### src/rtl/mesi_pkg.sv
package mesi_pkg;

    typedef enum logic [1:0] {
        ST_I = 2'd0,
        ST_S = 2'd1,
        ST_E = 2'd2,
        ST_M = 2'd3
    } line_st_t;

    typedef enum logic [1:0] {
        CMD_NONE = 2'd0,
        CMD_RD   = 2'd1,
        CMD_RDX  = 2'd2,
        CMD_UPG  = 2'd3
    } bus_cmd_t;

    typedef enum logic {
        FSM_IDLE = 1'b0,
        FSM_WAIT = 1'b1
    } ctrl_fsm_t;

    // State a line takes after a snoop hit.
    function automatic line_st_t snoop_next(line_st_t cur, logic wr_intent);
        if (cur == ST_I || wr_intent) return ST_I;
        return ST_S;
    endfunction

    // State a line takes when its bus command is granted.
    function automatic line_st_t fill_state(bus_cmd_t cmd, logic shared_in);
        if (cmd == CMD_RD) return shared_in ? ST_S : ST_E;
        return ST_M;
    endfunction

endpackage

### src/rtl/mesi_tag_match.sv
module mesi_tag_match #(
    parameter int DEPTH = 4,
    parameter int TAG_W = 8,
    localparam int IDX_W = (DEPTH > 1) ? $clog2(DEPTH) : 1
) (
    input  logic [DEPTH-1:0][TAG_W-1:0] tags,
    input  logic [DEPTH-1:0]            valid,
    input  logic [TAG_W-1:0]            key,
    output logic                        hit,
    output logic [IDX_W-1:0]            idx
);
    logic [DEPTH-1:0] match;

    for (genvar g = 0; g < DEPTH; g++) begin : g_cmp
        assign match[g] = valid[g] && (tags[g] == key);
    end

    always_comb begin
        hit = |match;
        idx = '0;
        for (int i = DEPTH - 1; i >= 0; i--) begin
            if (match[i]) idx = IDX_W'(i);
        end
    end
endmodule

### src/rtl/mesi_victim_pick.sv
module mesi_victim_pick #(
    parameter int DEPTH = 4,
    localparam int IDX_W = (DEPTH > 1) ? $clog2(DEPTH) : 1
) (
    input  logic             clk,
    input  logic             rst,
    input  logic [DEPTH-1:0] valid,
    input  logic             advance,
    output logic [IDX_W-1:0] victim
);
    logic [IDX_W-1:0] rr_q;
    logic [IDX_W-1:0] free_idx;
    logic             any_free;

    always_comb begin
        any_free = ~&valid;
        free_idx = '0;
        for (int i = DEPTH - 1; i >= 0; i--) begin
            if (!valid[i]) free_idx = IDX_W'(i);
        end
        victim = any_free ? free_idx : rr_q;
    end

    always_ff @(posedge clk) begin
        if (rst) begin
            rr_q <= '0;
        end else if (advance && !any_free) begin
            rr_q <= (rr_q == IDX_W'(DEPTH - 1)) ? '0 : rr_q + 1'b1;
        end
    end
endmodule

### src/rtl/mesi_line_ctrl.sv
module mesi_line_ctrl
    import mesi_pkg::*;
#(
    parameter int DEPTH = 4,
    parameter int TAG_W = 8
) (
    input  logic             clk,
    input  logic             rst,
    input  logic             cpu_req_valid,
    input  logic             cpu_req_write,
    input  logic [TAG_W-1:0] cpu_req_tag,
    output logic             cpu_ready,
    output logic             cpu_done,
    output logic [1:0]       cpu_state,
    output logic             bus_req_valid,
    output logic [1:0]       bus_req_cmd,
    output logic [TAG_W-1:0] bus_req_tag,
    input  logic             bus_gnt,
    input  logic             bus_shared_in,
    output logic             wb_req_valid,
    output logic [TAG_W-1:0] wb_req_tag,
    input  logic             snoop_valid,
    input  logic             snoop_write,
    input  logic [TAG_W-1:0] snoop_tag,
    output logic             snoop_shared,
    output logic             snoop_flush
);
    localparam int IDX_W = (DEPTH > 1) ? $clog2(DEPTH) : 1;

    logic [DEPTH-1:0][TAG_W-1:0] tag_q;
    line_st_t                    st_q [DEPTH];
    logic [DEPTH-1:0]            valid_vec;

    ctrl_fsm_t        fsm_q;
    bus_cmd_t         cmd_q;
    logic [IDX_W-1:0] pidx_q;
    logic [TAG_W-1:0] ptag_q;
    logic             done_q;
    line_st_t         dstate_q;
    logic             wb_v_q;
    logic [TAG_W-1:0] wb_tag_q;

    logic             c_hit, s_hit;
    logic [IDX_W-1:0] c_idx, s_idx, v_idx;
    line_st_t         c_st, s_st, v_st;
    logic             accept;

    always_comb begin
        for (int i = 0; i < DEPTH; i++) valid_vec[i] = (st_q[i] != ST_I);
    end

    mesi_tag_match #(.DEPTH(DEPTH), .TAG_W(TAG_W)) u_cpu_match (
        .tags(tag_q), .valid(valid_vec), .key(cpu_req_tag), .hit(c_hit), .idx(c_idx)
    );

    mesi_tag_match #(.DEPTH(DEPTH), .TAG_W(TAG_W)) u_snp_match (
        .tags(tag_q), .valid(valid_vec), .key(snoop_tag), .hit(s_hit), .idx(s_idx)
    );

    mesi_victim_pick #(.DEPTH(DEPTH)) u_victim (
        .clk(clk), .rst(rst), .valid(valid_vec),
        .advance(accept && !c_hit), .victim(v_idx)
    );

    assign c_st = st_q[c_idx];
    assign s_st = st_q[s_idx];
    assign v_st = st_q[v_idx];

    assign cpu_ready = (fsm_q == FSM_IDLE) && !snoop_valid;
    assign accept    = cpu_ready && cpu_req_valid;

    assign snoop_shared = snoop_valid && !snoop_write && s_hit;
    assign snoop_flush  = snoop_valid && s_hit && (s_st == ST_M);

    assign cpu_done      = done_q;
    assign cpu_state     = dstate_q;
    assign bus_req_valid = (fsm_q == FSM_WAIT);
    assign bus_req_cmd   = cmd_q;
    assign bus_req_tag   = ptag_q;
    assign wb_req_valid  = wb_v_q;
    assign wb_req_tag    = wb_tag_q;

    always_ff @(posedge clk) begin
        if (rst) begin
            for (int i = 0; i < DEPTH; i++) st_q[i] <= ST_I;
            tag_q    <= '0;
            fsm_q    <= FSM_IDLE;
            cmd_q    <= CMD_NONE;
            pidx_q   <= '0;
            ptag_q   <= '0;
            done_q   <= 1'b0;
            dstate_q <= ST_I;
            wb_v_q   <= 1'b0;
            wb_tag_q <= '0;
        end else begin
            done_q <= 1'b0;
            wb_v_q <= 1'b0;

            // Snoop side: state update on hit.
            if (snoop_valid && s_hit) begin
                st_q[s_idx] <= snoop_next(s_st, snoop_write);
                // A pending upgrade whose line is taken away needs a full fetch.
                if (fsm_q == FSM_WAIT && cmd_q == CMD_UPG && snoop_write && s_idx == pidx_q)
                    cmd_q <= CMD_RDX;
            end

            // Processor side: accept (never on a snoop cycle).
            if (accept) begin
                if (c_hit) begin
                    if (!cpu_req_write || c_st == ST_M) begin
                        done_q   <= 1'b1;
                        dstate_q <= c_st;
                    end else if (c_st == ST_E) begin
                        st_q[c_idx] <= ST_M;
                        done_q      <= 1'b1;
                        dstate_q    <= ST_M;
                    end else begin
                        fsm_q  <= FSM_WAIT;
                        cmd_q  <= CMD_UPG;
                        pidx_q <= c_idx;
                        ptag_q <= cpu_req_tag;
                    end
                end else begin
                    fsm_q         <= FSM_WAIT;
                    cmd_q         <= cpu_req_write ? CMD_RDX : CMD_RD;
                    pidx_q        <= v_idx;
                    ptag_q        <= cpu_req_tag;
                    st_q[v_idx]   <= ST_I;
                    tag_q[v_idx]  <= cpu_req_tag;
                    if (v_st == ST_M) begin
                        wb_v_q   <= 1'b1;
                        wb_tag_q <= tag_q[v_idx];
                    end
                end
            end

            // Grant completes the pending command.
            if (fsm_q == FSM_WAIT && bus_gnt) begin
                st_q[pidx_q] <= fill_state(cmd_q, bus_shared_in);
                fsm_q        <= FSM_IDLE;
                cmd_q        <= CMD_NONE;
                done_q       <= 1'b1;
                dstate_q     <= fill_state(cmd_q, bus_shared_in);
            end
        end
    end
endmodule

### config.mk
export PLATFORM = sky130hd
export DESIGN_NAME = mesi_line_ctrl
export DESIGN_NICKNAME = d
export VERILOG_FILES = /design/src/rtl/mesi_pkg.sv /design/src/rtl/mesi_tag_match.sv /design/src/rtl/mesi_victim_pick.sv /design/src/rtl/mesi_line_ctrl.sv
export SDC_FILE = /design/constraint.sdc
export NUM_CORES = 1
export LEC_CHECK = 0
export BUFFER_PORTS_ARGS = -buffer_cell sky130_fd_sc_hd__buf_2
export CORE_UTILIZATION = 60
export CTS_CLUSTER_DIAMETER = 50
export DETAILED_ROUTE_END_ITERATION = 6
export GPL_TIMING_DRIVEN = 0
export PLACE_DENSITY = 0.86
export SLEW_MARGIN = 20
export SYNTH_ARGS = -nofsm -noshare
export SYNTH_HDL_FRONTEND = slang
export SYNTH_SLANG_ARGS = --single-unit
### constraint.sdc
create_clock -name clk -period 7.6 [get_ports clk]
set_clock_uncertainty 0.2 [all_clocks]
set_input_delay 1.52 -clock clk [delete_from_list [all_inputs] [get_ports clk]]
set_output_delay 1.52 -clock clk [all_outputs]
set_load 0.01 [all_outputs]
==> PnR_summary.wiki, run 1 <==
{| class="wikitable"
! Metric !! Value
|-
| Status || finished, final reports clean
|-
| Start-to-end type of the worst setup path || primary input to output port
|-
| Crit path largest cell delay || 0.54 ns
|-
| Part of the total power dissipated in sequential elements || 45.8%
|-
| Routed wire per std cell || 18.6 um
|-
| WP data arrival || 3.58 ns
|-
| Number of placed instances with taps included || 585
|-
| Number of top-level design ports || 50
|-
| Min cycle time layout || 5.30 ns
|-
| Average cell area after synthesis || 9.39 um^2
|-
| Post-synth EDFFs || 8
|-
| Overall die area || 7460 um^2
|-
| Mean number of vias per cell || 6.19
|-
| Flop-to-flop setup slack || 4.35 ns
|-
| Final clock period utilization by the worst path || 69.7%
|-
| Clk pin slew, worst setup/hold paths || 0.07 ns
|-
| Area inside the core boundary || 6830 um^2
|-
| Worst Path Buf+Inv || 2
|-
| Final cell count without fillers || 601
|-
| Cell with the biggest individual delay on the critical path || sky130_fd_sc_hd__or4_1
|-
| Initial detailed-routing violation count || 441
|-
| Worst Reg2Reg Path Length in Cells || 7
|-
| Post-place instance area || 4560 um^2
|-
| Number of nets with antenna violations after detailed routing || 0
|-
| Post-Synthesis Cells || 455
|-
| H-tree depth || 3
|-
| Antenna cells || 0
|-
| Post-route design area || 4770 um^2
|-
| Number of placement rows || 30
|-
| Capture instance of the worst register-to-register path || st_q[2][0]$_DFFE_PP_
|-
| Instance count along the most critical hold path || 2
|-
| Fraction of layout instances using a drive strength above 1 || 18.6%
|-
| Combinational share of power || 16.0%
|-
| Total number of nets in the final design || 525
|-
| Number of slew-limit violations in the final report || 0
|-
| Post-Route Setup TNS || 0 ns
|-
| Drc violations || 0
|-
| Share of the core filled with cells in the final layout || 69.8%
|-
| Area share of the largest cell type after synthesis || 27.7%
|-
| Count of different cell masters after synthesis || 65
|-
| Area delta synth->final || 11.6%
|-
| Internal power || 0.582 mW
|-
| Leakage || 1.89 nW
|-
| Net Sw Frac || 30.8%
|-
| Count of endpoints failing setup in the final report || 0
|-
| DP HPWL || 8.35 mm
|-
| Vias in the first global route || 3473
|-
| Final worst slack || 2.30 ns
|-
| Routed wire length || 11.2 mm
|-
| Achievable clock frequency || 0.189 GHz
|-
| Combined area of all synthesized cells || 4270 um^2
|-
| Final weighted congestion in routability-driven placement || 0.973
|-
| Async SR Flop Fraction || 0%
|-
| Reported net switching power || 0.260 mW
|-
| Transition time at the pin with the least slew margin || 0.850 ns
|-
| Largest voltage drop on the vdd net || 0.000163 V
|-
| Area contributors post-synth || sky130_fd_sc_hd__dfxtp_1 (28%), sky130_fd_sc_hd__mux2i_1 (12%), sky130_fd_sc_hd__xnor2_1 (9.6%)
|-
| CP Max Fanout || 4
|-
| Startpoint type of the worst setup path || primary input
|-
| Hold violation count in the final report || 0
|-
| Total global routing overflow || 0
|-
| Die Y || 86.4 um
|-
| Total Routing Usage GR || 31.6%
|-
| Sequential fraction of the synthesis area || 33.3%
|-
| Library cell used as clock root buffer || sky130_fd_sc_hd__clkbuf_8
|-
| Clk buf depth || 2
|-
| Data required time of the critical path || 5.88 ns
|-
| Port Buffers || 34
|-
| Fin Hold WS || 0.297 ns
|-
| Main flop type after synthesis || sky130_fd_sc_hd__dfxtp_1
|-
| Max Cap Viol || 0
|-
| Capturing element type of the critical path || output port
|-
| Pwr/cell area || 177 nW/um^2
|-
| RSZ-0062 raised after global routing || no
|-
| Worst min path class || register to register
|-
| Sum of internal, switching and leakage power || 0.842 mW
|-
| Critical Path, Cell by Cell || clkbuf_1 -> xnor2_1 -> nand3_1 -> or4_1 -> a21o_1 -> nand2_1 -> mux2i_1 -> o2bb2ai_1 -> and2_1 -> buf_2
|-
| DRT Pass-1 Iters || 5
|-
| Pin count of the biggest net entering global routing || 15
|-
| Sinks on the clock net || 67
|-
| Wire length of the first global-routing pass || 17.6 mm
|-
| Total number of yosys warnings || 0
|-
| Largest delay contributor family on the critical path || simple AND/OR/NAND/NOR gates
|-
| Resized cells post-CTS || 0
|-
| Horizontal extent of the die || 86.4 um
|-
| Post-CTS setup repair buffer count || 0
|-
| Starting density of the core || 62.5%
|-
| Seq cells post-synth || 67
|-
| Startpoint of the most critical hold path || bus_req_tag[6]$_SDFFE_PP0P_
|-
| Place WS || 2.32 ns
|-
| Inserted Clock Buffers || 9
|-
| Count of hold-fix buffers inserted at cts || 0
|-
| Biggest area consumer among synthesized cells || sky130_fd_sc_hd__dfxtp_1
|-
| Endpoint, Worst Hold || bus_req_tag[6]$_SDFFE_PP0P_
|-
| Clock latency on the worst-skew pair || 0.37 ns
|-
| R2R Path Start || st_q[2][1]$_DFFE_PP_
|-
| CTS tree || built
|-
| Clock network fraction of design power || 38.2%
|-
| Number of antenna violations at the first check in global routing || 0
|-
| Vias after detailed routing || 3721
|-
| Headroom to the max-slew limit || 42.6%
|-
| Syn Nets || 480
|}
[cells in the final DEF, fill, tap and decap left out, types with 9 or more instances in the layout]
master	n
sky130_fd_sc_hd__nor2_1	75
sky130_fd_sc_hd__dfxtp_1	59
sky130_fd_sc_hd__mux2i_1	53
sky130_fd_sc_hd__xnor2_1	47
sky130_fd_sc_hd__buf_2	38
sky130_fd_sc_hd__nand2_1	21
sky130_fd_sc_hd__xor2_1	18
sky130_fd_sc_hd__clkbuf_1	16
sky130_fd_sc_hd__nand3_1	12
sky130_fd_sc_hd__nand4_1	9
sky130_fd_sc_hd__clkbuf_8	9
[metal layers]
metal  global-route usage, %  wire (um)
met5                       0          0
met4                    12.6        306
met3                    7.43        988
met2                    48.4       5030
met1                    43.0       4830
[power groups by stage]
| stage | clock network, mW | registers [mW] | logic, mW |
|---|---|---|---|
| finish | 0.322 | 0.386 | 0.135 |
| global route | 0.332 | 0.387 | 0.145 |
| CTS | 0.320 | 0.385 | 0.133 |
| detailed placement | 0 | 0.393 | 0.132 |
| global placement | 0 | 0.392 | 0.130 |
| floorplan | 0 | 0.391 | 0.0981 |
[registers in the layout, summed over array words and instances, names as in the netlist, 2 cells and up]
register,flops
bus_req_tag,8
wb_req_tag,8
st_q,8
tag_q,32
u_victim.rr_q,2
bus_req_cmd,2
pidx_q,2
cpu_state,2
[cell families after synthesis]
logic type	Yosys count	share of synthesized area (%)
compound gates	58	10.8
xor+xnor	66	13.7
fa+ha+maj	1	0.293
buf+inv	41	5.30
flops	67	33.3
mux	61	16.6
simple gates	161	20.0
[cells in the mapped netlist, types with 3 or more instances]
| master | count |
|---|---|
| sky130_fd_sc_hd__clkbuf_1 | 16 |
| sky130_fd_sc_hd__or3_1 | 3 |
| sky130_fd_sc_hd__buf_4 | 4 |
| sky130_fd_sc_hd__and3_1 | 4 |
| sky130_fd_sc_hd__nor3b_1 | 3 |
| sky130_fd_sc_hd__edfxtp_1 | 8 |
| sky130_fd_sc_hd__xor2_1 | 18 |
| sky130_fd_sc_hd__o31ai_1 | 5 |
| sky130_fd_sc_hd__nor2_1 | 75 |
| sky130_fd_sc_hd__a21oi_1 | 7 |
| sky130_fd_sc_hd__buf_6 | 7 |
| sky130_fd_sc_hd__inv_1 | 8 |
| sky130_fd_sc_hd__buf_2 | 4 |
| sky130_fd_sc_hd__nor4_2 | 3 |
| sky130_fd_sc_hd__dfxtp_1 | 59 |
| sky130_fd_sc_hd__or4_1 | 4 |
| sky130_fd_sc_hd__nor4_1 | 6 |
| sky130_fd_sc_hd__a31oi_1 | 5 |
| sky130_fd_sc_hd__xnor2_1 | 47 |
| sky130_fd_sc_hd__nor3_4 | 4 |
| sky130_fd_sc_hd__nand3_1 | 12 |
| sky130_fd_sc_hd__nand4_1 | 9 |
| sky130_fd_sc_hd__nand2_1 | 21 |
| sky130_fd_sc_hd__mux4_2 | 8 |
| sky130_fd_sc_hd__mux2i_1 | 53 |
| sky130_fd_sc_hd__o21ai_0 | 7 |
| sky130_fd_sc_hd__a21o_1 | 3 |
| sky130_fd_sc_hd__and2_1 | 5 |
[final cells by class]
type	instances	area, um^2
tap	96	120
fill	566	2070
sequential	67	1420
inverter	8	30.0
buffer	33	196
clock buffer	9	124
multi-input combinational	347	2620
timing repair buffer	34	170
clock inverter	7	80.1
[worst register-to-register path, cell delays in order (launching register included)]
cell and delay [ns]:
sky130_fd_sc_hd__edfxtp_1 0.45, sky130_fd_sc_hd__nor2_1 0.43, sky130_fd_sc_hd__nand4b_2 0.30, sky130_fd_sc_hd__and4_4 0.24, sky130_fd_sc_hd__buf_6 0.16, sky130_fd_sc_hd__nand2_4 0.14, sky130_fd_sc_hd__o311ai_0 0.79, sky130_fd_sc_hd__o211ai_1 0.24
[worst max-delay path by stage]
stage,slack [ns],to,cells after the start,start
global route,2.19,snoop_flush,10,snoop_tag[7]
detailed placement,2.32,snoop_flush,10,snoop_tag[7]
floorplan,2.69,snoop_flush,9,snoop_tag[7]
CTS,2.32,snoop_flush,10,snoop_tag[7]
global placement,2.37,snoop_flush,10,snoop_tag[7]
finish,2.30,snoop_flush,10,snoop_tag[7]
Note: power is estimated with default switching activity, not from simulation.
==> inputs of run 2 (changes only) <==
--- a/config.mk
+++ b/config.mk
@@ -6,11 +6,11 @@
 export NUM_CORES = 1
 export LEC_CHECK = 0
 export BUFFER_PORTS_ARGS = -buffer_cell sky130_fd_sc_hd__buf_2
-export CORE_UTILIZATION = 60
+export CORE_UTILIZATION = 59
 export CTS_CLUSTER_DIAMETER = 50
 export DETAILED_ROUTE_END_ITERATION = 6
 export GPL_TIMING_DRIVEN = 0
-export PLACE_DENSITY = 0.86
+export PLACE_DENSITY = 0.85
 export SLEW_MARGIN = 20
 export SYNTH_ARGS = -nofsm -noshare
 export SYNTH_HDL_FRONTEND = slang
==> constraint.sdc (replaced) <==
create_clock -name clk -period 5.5 [get_ports clk]
set_clock_uncertainty 0.2 [all_clocks]
set_input_delay 1.1 -clock clk [delete_from_list [all_inputs] [get_ports clk]]
set_output_delay 1.1 -clock clk [all_outputs]
set_load 0.01 [all_outputs]
==> PnR_summary.wiki, run 2 (synthesis gave the netlist of run 1 again) <==
{| class="wikitable"
! Metric !! Value
|-
| Inserted Clock Buffers || 9 (unchanged)
|-
| Max Cap Viol || 0 (unchanged)
|-
| Total Routing Usage GR || 31.6% (about the same)
|-
| Clock network fraction of design power || 40.1% (+1.9 points)
|-
| Clk pin slew, worst setup/hold paths || 0.08 ns (about the same)
|-
| Combinational share of power || 15.6% (-0.4 points)
|-
| Overall die area || 7580 um^2 (+1.7%)
|-
| Worst Path Buf+Inv || 2 (unchanged)
|-
| Area delta synth->final || 12.2%
|-
| Vias in the first global route || 3519 (+1.3%)
|-
| Number of top-level design ports || 50 (unchanged)
|-
| Total global routing overflow || 0 (unchanged)
|-
| Pin count of the biggest net entering global routing || 14 (-1)
|-
| Startpoint of the most critical hold path || wb_req_tag[3]$_SDFFE_PP0P_
|-
| Area of the multi-input gates || 2620 um^2 (unchanged)
|-
| Resized cells post-CTS || 0 (unchanged)
|-
| Clk buf depth || 2 (unchanged)
|-
| Net Sw Frac || 28.5% (-2.3 points)
|-
| Routed wire per std cell || 18.8 um (+1.4%)
|-
| WP data arrival || 3.17 ns (-0.41 ns)
|-
| Leakage || 1.91 nW (+1.1%)
|-
| Vias after detailed routing || 3711 (-0.27%)
|-
| Count of endpoints failing setup in the final report || 0 (unchanged)
|-
| Headroom to the max-slew limit || 40.4% (-2.2 points)
|-
| Final weighted congestion in routability-driven placement || 1.00 (+3.0%)
|-
| Number of nets with antenna violations after detailed routing || 0 (unchanged)
|-
| Fraction of met3 tracks used by global routing || 5.88% (-1.6 points)
|-
| Sinks on the clock net || 67 (unchanged)
|-
| Number of antenna violations at the first check in global routing || 0 (unchanged)
|-
| H-tree depth || 3 (unchanged)
|-
| Starting density of the core || 61.8% (-0.68 points)
|-
| Drc violations || 0 (unchanged)
|-
| Cell with the biggest individual delay on the critical path || sky130_fd_sc_hd__nor4_1
|-
| Antenna cells || 0 (unchanged)
|-
| DP HPWL || 8.33 mm (-0.32%)
|-
| Number of placement rows || 30 (unchanged)
|-
| CP Max Fanout || 4 (unchanged)
|-
| Library cell used as clock root buffer || sky130_fd_sc_hd__clkbuf_8
|-
| Start-to-end type of the worst setup path || primary input to output port
|-
| R2R Path Start || st_q[2][1]$_DFFE_PP_
|-
| Filler cell count || 545 (-3.7%)
|-
| Crit path largest cell delay || 0.47 ns (-0.07 ns)
|-
| Part of the total power dissipated in sequential elements || 44.3% (-1.5 points)
|-
| Capturing element type of the critical path || output port
|-
| Register bank with the most flops || tag_q
|-
| Port Buffers || 34 (unchanged)
|-
| Wire length of the first global-routing pass || 17.7 mm (+0.74%)
|-
| DRT Pass-1 Iters || 6 (+1)
|-
| Max reg flops || 32 (unchanged)
|-
| Count of hold-fix buffers inserted at cts || 0 (unchanged)
|-
| Reported net switching power || 0.343 mW (+32%)
|-
| Most frequent standard cell in the layout excluding fill and tap cells || sky130_fd_sc_hd__nor2_1
|-
| Status || finished, final reports clean
|-
| Mean number of vias per cell || 6.17 (-0.27%)
|-
| Routed wire length || 11.3 mm (+1.4%)
|-
| Busiest metal layer after global routing || met2
|-
| Post-Route Setup TNS || 0 ns (unchanged)
|-
| Worst min path class || register to register
|-
| Internal power || 0.861 mW (+48%)
|-
| Final clock period utilization by the worst path || 81.3%
|-
| Pwr/cell area || 251 nW/um^2 (+42%)
|-
| Global-route met2 utilization || 49.5% (+1.1 points)
|-
| CTS tree || built
|-
| Commonest cells after routing, fill and taps aside || sky130_fd_sc_hd__nor2_1 (75), sky130_fd_sc_hd__dfxtp_1 (59), sky130_fd_sc_hd__mux2i_1 (53)
|-
| Grt met1 use || 41.6% (-1.5 points)
|-
| Total number of nets in the final design || 525 (unchanged)
|-
| Initial detailed-routing violation count || 387 (-12%)
|-
| Post-CTS setup repair buffer count || 0 (unchanged)
|-
| Largest voltage drop on the vdd net || 0.000195 V (+20%)
|-
| Sequential cell area in the final layout || 1420 um^2 (unchanged)
|-
| Area inside the core boundary || 6910 um^2 (+1.1%)
|-
| Critical Path, Cell by Cell || clkbuf_1 -> xnor2_1 -> nand4_1 -> nor4_1 -> a21o_1 -> nand2_1 -> mux2i_1 -> o2bb2ai_1 -> and2_1 -> buf_2
|-
| Startpoint type of the worst setup path || primary input
|-
| Data required time of the critical path || 4.20 ns (-1.68 ns)
|-
| Number of slew-limit violations in the final report || 0 (unchanged)
|-
| Source of the critical timing path || snoop_tag[6]
|-
| Post-place instance area || 4560 um^2 (unchanged)
|-
| Fraction of layout instances using a drive strength above 1 || 18.6% (unchanged)
|-
| Largest delay contributor family on the critical path || simple AND/OR/NAND/NOR gates
|-
| Min cycle time layout || 4.47 ns
|-
| Die Y || 87.1 um (+0.83%)
|-
| Hold violation count in the final report || 0 (unchanged)
|-
| Post-route design area || 4790 um^2 (+0.60%)
|-
| Clock latency on the worst-skew pair || 0.37 ns (about the same)
|-
| Achievable clock frequency || 0.224 GHz
|-
| Horizontal extent of the die || 87.1 um (+0.83%)
|-
| RSZ-0062 raised after global routing || no
|-
| Transition time at the pin with the least slew margin || 0.894 ns (+0.0438 ns)
|}
==> run 2: cell count changes in the layout (fill, tap and decap cells not counted), sizes merged <==
| cell | change |
|---|---|
| bufinv | +1 |
| clkbuf | +1 |
| clkinv | +2 |
| clkinvlp | -2 |
| inv | -2 |
==> run 2: cell type report <==
class | count | area share, %
well taps | 96 | 2.51
plain buffers | 33 | 4.10
repair buffers | 34 | 3.55
clock inverters | 6 | 1.98
clock buffers | 10 | 2.87
inverters | 8 | 0.626
flip-flops and latches | 67 | 29.6
multi-input cells | 347 | 54.7
==> run 2: worst reg2reg max path, delay by kind of cell, from the launching register on <==
kind | cells | cell delay [ns]
AOI/OAI and AO/OA | 4 | 1.34
DFF | 1 | 0.47
and+or+nand+nor | 3 | 0.85
==> run 2: final timing paths <==
| kind | depth (start not counted) | endpoint | slack, ns |
|---|---|---|---|
| max | 10 | snoop_flush | 1.03 |
| max reg2reg | 7 | st_q[2][0]$_DFFE_PP_ | 2.33 |
| min | 2 | wb_req_tag[3]$_SDFFE_PP0P_ | 0.29 |
| min reg2reg | 2 | wb_req_tag[3]$_SDFFE_PP0P_ | 0.29 |
==> run 2: routing by layer <==
metal  wire length (um)  vias to the layer above
li1                   -                     1715
met5                  0                        -
met3                815                       39
met2               5180                      185
met4                390                        0
met1               4920                     1772
==> run 2: stage by stage <==
stage          power (mW)  worst slack [ns]  instances  hold slack, ns  util [%]
5_1_grt              1.24             0.968        601           0.325      69.4
4_1_cts              1.20              1.09        601           0.295      69.4
2_1_floorplan       0.676              1.43        455           0.263         -
6_report             1.20              1.03        601           0.291      69.4
3_3_place_gp        0.721              1.08        585           0.271      66.1
3_5_place_dp        0.727              1.10        585           0.276      66.1
==> run 2: power by group through the flow <==
stage	clock network [mW]	registers, mW	logic [mW]
finish	0.483	0.534	0.188
global route	0.503	0.535	0.201
CTS	0.482	0.532	0.186
detailed placement	0	0.543	0.184
global placement	0	0.542	0.179
floorplan	0	0.540	0.136
